## src/rtl/dac_byte_loader.sv

```systemverilog
module dac_byte_loader #(
  parameter int DATA_W    = 8,
  parameter int CODE_W    = 12,
  parameter int ADDR_W    = 3,
  parameter int VCO_ADDR  = 4,
  parameter int AGC_ADDR  = 5,
  parameter int MODE_ADDR = 7,
  parameter int VCO_RST   = 2048,
  parameter int AGC_RST   = 1440
) (
  input  logic              clk,
  input  logic              rst_n,
  input  logic              wr_en,
  input  logic [ADDR_W-1:0] addr,
  input  logic [DATA_W-1:0] wdata,
  output logic [CODE_W-1:0] vco_code,
  output logic [CODE_W-1:0] agc_code,
  output logic [1:0]        integ_tc,
  output logic [1:0]        gate_sel,
  output logic              hi_sel,
  output logic              irq_en,
  output logic              cnt5_en,
  output logic              gri_en
);
  localparam int HI_W = CODE_W - DATA_W;
  localparam logic [CODE_W-1:0] VCO_INIT = CODE_W'(VCO_RST);
  localparam logic [CODE_W-1:0] AGC_INIT = CODE_W'(AGC_RST);

  logic [7:0]        mode_q;
  logic [DATA_W-1:0] vco_lo, agc_lo;

  wire wr_vco  = wr_en && (addr == ADDR_W'(VCO_ADDR));
  wire wr_agc  = wr_en && (addr == ADDR_W'(AGC_ADDR));
  wire wr_mode = wr_en && (addr == ADDR_W'(MODE_ADDR));
  wire hi_q    = mode_q[4];

  always_ff @(posedge clk or negedge rst_n) begin
    if (!rst_n) mode_q <= '0;
    else if (wr_mode) mode_q <= wdata[7:0];
  end

  always_ff @(posedge clk or negedge rst_n) begin
    if (!rst_n) begin
      vco_lo   <= VCO_INIT[DATA_W-1:0];
      vco_code <= VCO_INIT;
    end else if (wr_vco) begin
      if (hi_q) vco_code <= {wdata[HI_W-1:0], vco_lo};
      else      vco_lo   <= wdata;
    end
  end

  always_ff @(posedge clk or negedge rst_n) begin
    if (!rst_n) begin
      agc_lo   <= AGC_INIT[DATA_W-1:0];
      agc_code <= AGC_INIT;
    end else if (wr_agc) begin
      if (hi_q) agc_code <= {wdata[HI_W-1:0], agc_lo};
      else      agc_lo   <= wdata;
    end
  end

  assign integ_tc = mode_q[1:0];
  assign gate_sel = mode_q[3:2];
  assign hi_sel   = hi_q;
  assign irq_en   = mode_q[5];
  assign cnt5_en  = mode_q[6];
  assign gri_en   = mode_q[7];
endmodule

```

## config.mk

```make
export PLATFORM = sky130hd
export DESIGN_NAME = dac_byte_loader
export DESIGN_NICKNAME = d
export VERILOG_FILES = /design/src/rtl/dac_byte_loader.sv
export SDC_FILE = /design/constraint.sdc
export NUM_CORES = 1
export LEC_CHECK = 0
export CAP_MARGIN = 10
export CORE_MARGIN = 1.5
export CORE_UTILIZATION = 43
export CTS_CLUSTER_DIAMETER = 120
export DETAILED_ROUTE_END_ITERATION = 6
export PLACE_DENSITY = 0.74
export SYNTH_ARGS = -nofsm -noshare
export SYNTH_HDL_FRONTEND = slang
export SYNTH_SLANG_ARGS = --single-unit
export TNS_END_PERCENT = 30
```

## constraint.sdc

```tcl
create_clock -name clk -period 1.8 [get_ports clk]
set_clock_uncertainty 0.2 [all_clocks]
set_input_delay 0.18 -clock clk [delete_from_list [all_inputs] [get_ports clk]]
set_output_delay 0.18 -clock clk [all_outputs]
set_load 0.005 [all_outputs]
```

==> results of run 1 <==
through the flow:
| step | total power (uW) | util, % | instances | area [um2] | hold WS (ps) |
|---|---|---|---|---|---|
| CTS | 3470 | 62.98 | 222 | 2574 | 168.3 |
| finish | 3424 | 62.98 | 222 | 2574 | 162.3 |
| global placement | 2746 | 60.44 | 213 | 2470 | -44.18 |
| floorplan | 2103 | - | 105 | 1866 | -315.6 |
| detailed placement | 2803 | 60.44 | 213 | 2470 | -37.63 |
| global route | 3654 | 62.98 | 222 | 2574 | 211.6 |
synthesized netlist by cell type:
| library cell | number | area share, % |
|---|---|---|
| mux2_2 | 38 | 23 |
| nor3b_2 | 1 | 0.67 |
| or4b_4 | 1 | 0.74 |
| buf_6 | 1 | 0.60 |
| nand4_1 | 2 | 0.67 |
| nor2b_1 | 1 | 0.34 |
| dfstp_2 | 7 | 9.9 |
| dfrtp_1 | 41 | 55 |
| buf_2 | 1 | 0.27 |
| mux2_4 | 10 | 8.0 |
| nor4_2 | 1 | 0.67 |
| nand2_1 | 1 | 0.20 |
timing repair:
action                                  4_1_cts  5_1_grt
endpoints found under the hold margin        20        0
gates resized for setup                       0        0
hold buffers                                  1        0
endpoints found under the setup margin        0        0
cell families (layout without fill, tap and decap cells):
group | Yosys count | count (layout)
buf+inv | 2 | 69
flops | 48 | 48
mux | 48 | 48
simple gates | 7 | 7
cell type report:
class / instances / share of cell area (%)
clock buffers: 7 / 3.354
multi-input cells: 55 / 24.84
repair buffers: 61 / 22.07
well taps: 50 / 2.431
clock inverters: 1 / 0.2917
flip-flops and latches: 48 / 47.01
layer usage:
layer	GRT usage [%]	up-vias	wire (um)
met3	3.896	10	157
met1	23.24	582	1585
li1	-	508	-
met5	0	-	0
met2	32.21	33	1882
met4	10.05	0	103
worst max-delay path, stage by stage:
cell and delay (ps):
clkdlybuf4s50_1 480, nand2_1 80, or4b_4 670, mux2_4 340
worst paths after layout:
check	to	slack, ps
min reg2reg	vco_code[4]	300
max in group asynchronous	agc_code[10]	560
max reg2reg	vco_lo[0]	200
min	agc_code[11]	160
min in group clk	vco_code[4]	300
max	vco_code[9]	40
power breakdown:
group	switching, uW	internal [uW]
Sequential	203	1490
Clock	346	312
Combinational	281	789
Total	830	2590
state kept, by name, indices dropped and copies added, names as in the netlist:
signal    count
agc_lo        8
vco_code     12
agc_code     12
mode_q        8
vco_lo        8
==> out/results.tsv, run 1 <==
metric	value	unit
status	completed	
Yosys warnings	0	
CTS Sinks	48	
CP max FO	12	
Post-Synth Simple-Gate Area	3.286	%
Antenna Cells	0	
routed len/inst	16.80	um
WL final	3729	um
layout cells sized above 1	47.09	%
Die X	68.87	um
CTS Buf Count	5	
pre-CTS setup slack	-287.7	ps
Core Area	4086	um2
Post-Syn Area	1866	um2
Critical R2R Launch	mode_q[4]	
Clock transition at path regs	90	ps
Layout Nets	185	
storage element area	1210	um2
DR iter-0 viols	40	
CTS Buffer Depth	2	
TNS Setup	0	ps
DRC violations left	0	
Layout fillers	318	
most common cell after layout, fill and taps aside	clkdlybuf4s50_1	
Post CTS Setup Buffer Count	0	
htree depth	2	
via count	1133	
Final ANT Viol Nets	0	
first-pass GRT wire length	6272	um
largest net degree at the start of global routing	23	
Syn Nets	119	
critical path required time	1790	ps
Overall Global Routing Usage	19.15	%
count of cell types in the netlist	12	
final setup vio count	0	
sequential share of the synthesized area	64.86	%
total grt overflow	0	
P_leak	0.001146	uW
initial antenna violation count	0	
CP arrival	1750	ps
num rows	23	
Slew @ Worst Pin	486.2	ps
Worst setup EP type	register	
multi-input logic area	639.4	um2
Final Hold Fails	0	
Final WS setup	35.57	ps
flops & latches, synth	48	
fin crit period	1764	ps
clk_lat worst skew	300	ps
drt first pass iters	4	
Starting Density	45.65	%
most frequent cells in the layout	clkdlybuf4s50_1, dfrtp_1, mux2_2, buf_4, mux2_4	
Layout area overhead	37.96	%
critical path class	primary input to register	
Worst Setup SP	addr[2]	
total I/O pin count	46	
CTS tree	built	
IO buf count	45	
Max Slew Vio Count	0	
Root Driver	clkbuf_8	
Max Freq	0.5668	GHz
post-synthesis mux area share	30.99	%
max cap viols	0	
IR drop worst, VDD	605.8	uV
cells after synthesis	105	
Post-Synth Adder-Cell Area	0	%
Mean Syn Cell Area	17.77	um2
class of the worst hold path	primary input to asynchronous set/reset pin	
RSZ-0062 raised after global routing	false	
vias in the first global route	1278	
DIE AREA	4742	um2
Detail Placement HPWL	2781	um
xor/xnor share of the synthesized area	0	%
final worst-path cycle share	98.02	%
Worst R2R Path Depth	4	
critical path startpoint category	primary input	
Vias/cell	5.104	
PD cells	1330	nW/um2
die height	68.87	um
GP Congestion	0.7755	
headroom to the max-slew limit	67.59	%
largest family of logic cells by synthesized area	multiplexers	
Synth Area in Compound Gates	0	%
(Power assumes the default switching activity.)
==> inputs of run 2 (changes only) <==
Settings changed: RECOVER_POWER set to 100.
==> run 2 against run 1 <==
  * Setup slack lost 5.3 ps
  * Via count shrank 0.35%
  * Critical path type unchanged
  * Count of clock-buffer cells in the layout did not move
  * Register-to-register slack worse by 80 ps
  * Critical endpoint unchanged
  * Largest cell class unchanged
  * Flip-flop and latch count did not move
  * Cell count unchanged
  * Core utilization shrank 0.86 points
  * Sequential share of layout area grew 0.65 points
  * Largest power group unchanged
  * Total power fell by 3.2%
  * First-iteration DRC count up 65%
  * Design area down 1.4%
  * Hold slack worse by 3.4 ps
==> out/results.tsv, run 2 (synthesis gave the netlist of run 1 again) <==
metric	value	unit	change
CP max FO	12		unchanged
CTS Buffer Depth	2		unchanged
fin crit period	1770	ps	+5.280 ps
Max Freq	0.5651	GHz	-0.30%
die height	68.87	um	unchanged
critical path required time	1790	ps	about the same
Worst Setup SP	addr[2]		
DIE AREA	4742	um2	unchanged
vias in the first global route	1278		unchanged
met2 wire length	1910	um	+1.5%
Pwr Total	3315	uW	-3.2%
Detail Placement HPWL	2781	um	unchanged
Antenna Cells	0		unchanged
class of the worst hold path	primary input to asynchronous set/reset pin		
most frequent cells in the layout	dfrtp_1, mux2_2, dlygate4sd3_1, clkdlybuf4s50_1, mux2_4		
WL met1	1542	um	-2.7%
Layout fillers	333		+4.7%
Inst Count DP	213		unchanged
Layout Nets	185		unchanged
DRC violations left	0		unchanged
GP Congestion	0.7755		unchanged
Critical R2R Launch	mode_q[4]		
Worst R2R Path Depth	4		unchanged
drt first pass iters	2		-2
storage element area	1210	um2	unchanged
total I/O pin count	46		unchanged
final non-filler cell total	222		unchanged
post-cts sizing count	0		unchanged
Critical Path Sink	vco_code[9]		
R2R Setup Slk	120	ps	-80 ps
IR drop worst, VDD	595.0	uV	-1.8%
headroom to the max-slew limit	65.42	%	-2.2 points
Root Driver	clkbuf_8		
total grt overflow	0		unchanged
multi-input logic area	635.6	um2	-0.59%
Max Slew Vio Count	0		unchanged
htree depth	2		unchanged
RSZ-0062 raised after global routing	false		
final setup vio count	0		unchanged
initial antenna violation count	0		unchanged
Starting Density	45.65	%	unchanged
Overall Global Routing Usage	19.15	%	unchanged
Core Area	4086	um2	unchanged
CTS Buf Count	5		unchanged
DR iter-0 viols	66		+65%
Final Hold Fails	0		unchanged
largest registers	agc_code x12, vco_code x12		
critical path startpoint category	primary input		
most common cell after layout, fill and taps aside	dfrtp_1		
WL met3	157	um	unchanged
CP arrival	1760	ps	about the same
Worst setup EP type	register		
Final Core Density	62.12	%	-0.86 points
num rows	23		unchanged
routed len/inst	16.71	um	-0.51%
Layout area overhead	36.08	%	
CTS Sinks	48		unchanged
CTS tree	built		
Clock transition at path regs	90	ps	about the same
layout cells sized above 1	41.86	%	-5.2 points
Fin Hold WS	158.9	ps	-3.363 ps
WL final	3710	um	-0.51%
Final ANT Viol Nets	0		unchanged
critical path class	primary input to register		
largest net degree at the start of global routing	23		unchanged
final worst-path cycle share	98.32	%	+0.29 points
PD cells	1306	nW/um2	-1.8%
reg-to-reg endpoint	vco_lo[3]		
Post CTS Setup Buffer Count	0		unchanged
Vias/cell	5.086		-0.35%
max cap viols	0		unchanged
Slew @ Worst Pin	518.6	ps	+32.45 ps
via count	1129		-0.35%
top sig layer	met4		
clk_lat worst skew	290	ps	about the same
status	completed		
P_leak	0.001161	uW	+1.2%
IO buf count	45		unchanged
Post-CTS Hold Buffers	1		unchanged
first-pass GRT wire length	6272	um	unchanged
Die X	68.87	um	unchanged
[run 2: cell count changes in the layout (fill, tap and decap cells not counted), sizes merged]
cell / delta
buf: -11
clkdlybuf4s50: -26
clkbuf: +11
dlygate4sd3: +26
[run 2: how the worst min path moves through the flow]
stage	from	to	slack [ps]	depth (start not counted)
after global placement	rst_n	mode_q[0]	-40	1
after CTS	rst_n	agc_code[11]	170	2
after detailed placement	rst_n	agc_code[11]	-40	1
after floorplan	rst_n	agc_code[0]	-320	0
after global routing	rst_n	agc_code[11]	210	2
final	rst_n	agc_code[11]	160	2
[run 2: per-layer routing]
layer,global-route usage (%),up-vias
met5,0,-
met4,10.05,0
met3,3.896,10
met2,32.21,33
met1,23.24,580
li1,-,506
[run 2: area by class of cell]
class / count / share of cell area [%]
timing repair buffer: 61 / 21.14
clock buffer: 7 / 3.401
sequential: 48 / 47.66
clock inverter: 1 / 0.2957
tap: 50 / 2.464
multi-input combinational: 55 / 25.04
[run 2: through the flow]
stage | setup TNS (ps) | worst slack, ps | area (um2)
detailed placement | -5910 | -287.7 | 2470
CTS | 0 | 37.87 | 2574
finish | 0 | 30.29 | 2539
floorplan | 0 | 71.95 | 1866
global route | 0 | 7.135 | 2539
global placement | -4424 | -240.4 | 2470
[run 2: where the power goes]
| group | switching [uW] | internal, uW | total [uW] | leakage [uW] |
|---|---|---|---|---|
| registers | 192 | 1490 | 1680 | 0.000580 |
| clock network | 348 | 312 | 660 | 0.0000445 |
| logic | 281 | 697 | 978 | 0.000536 |
[run 2: worst max-delay path: stages]
cell and delay, ps:
clkdlybuf4s50_1 480, nand2_1 90, or4b_4 660, mux2_4 340
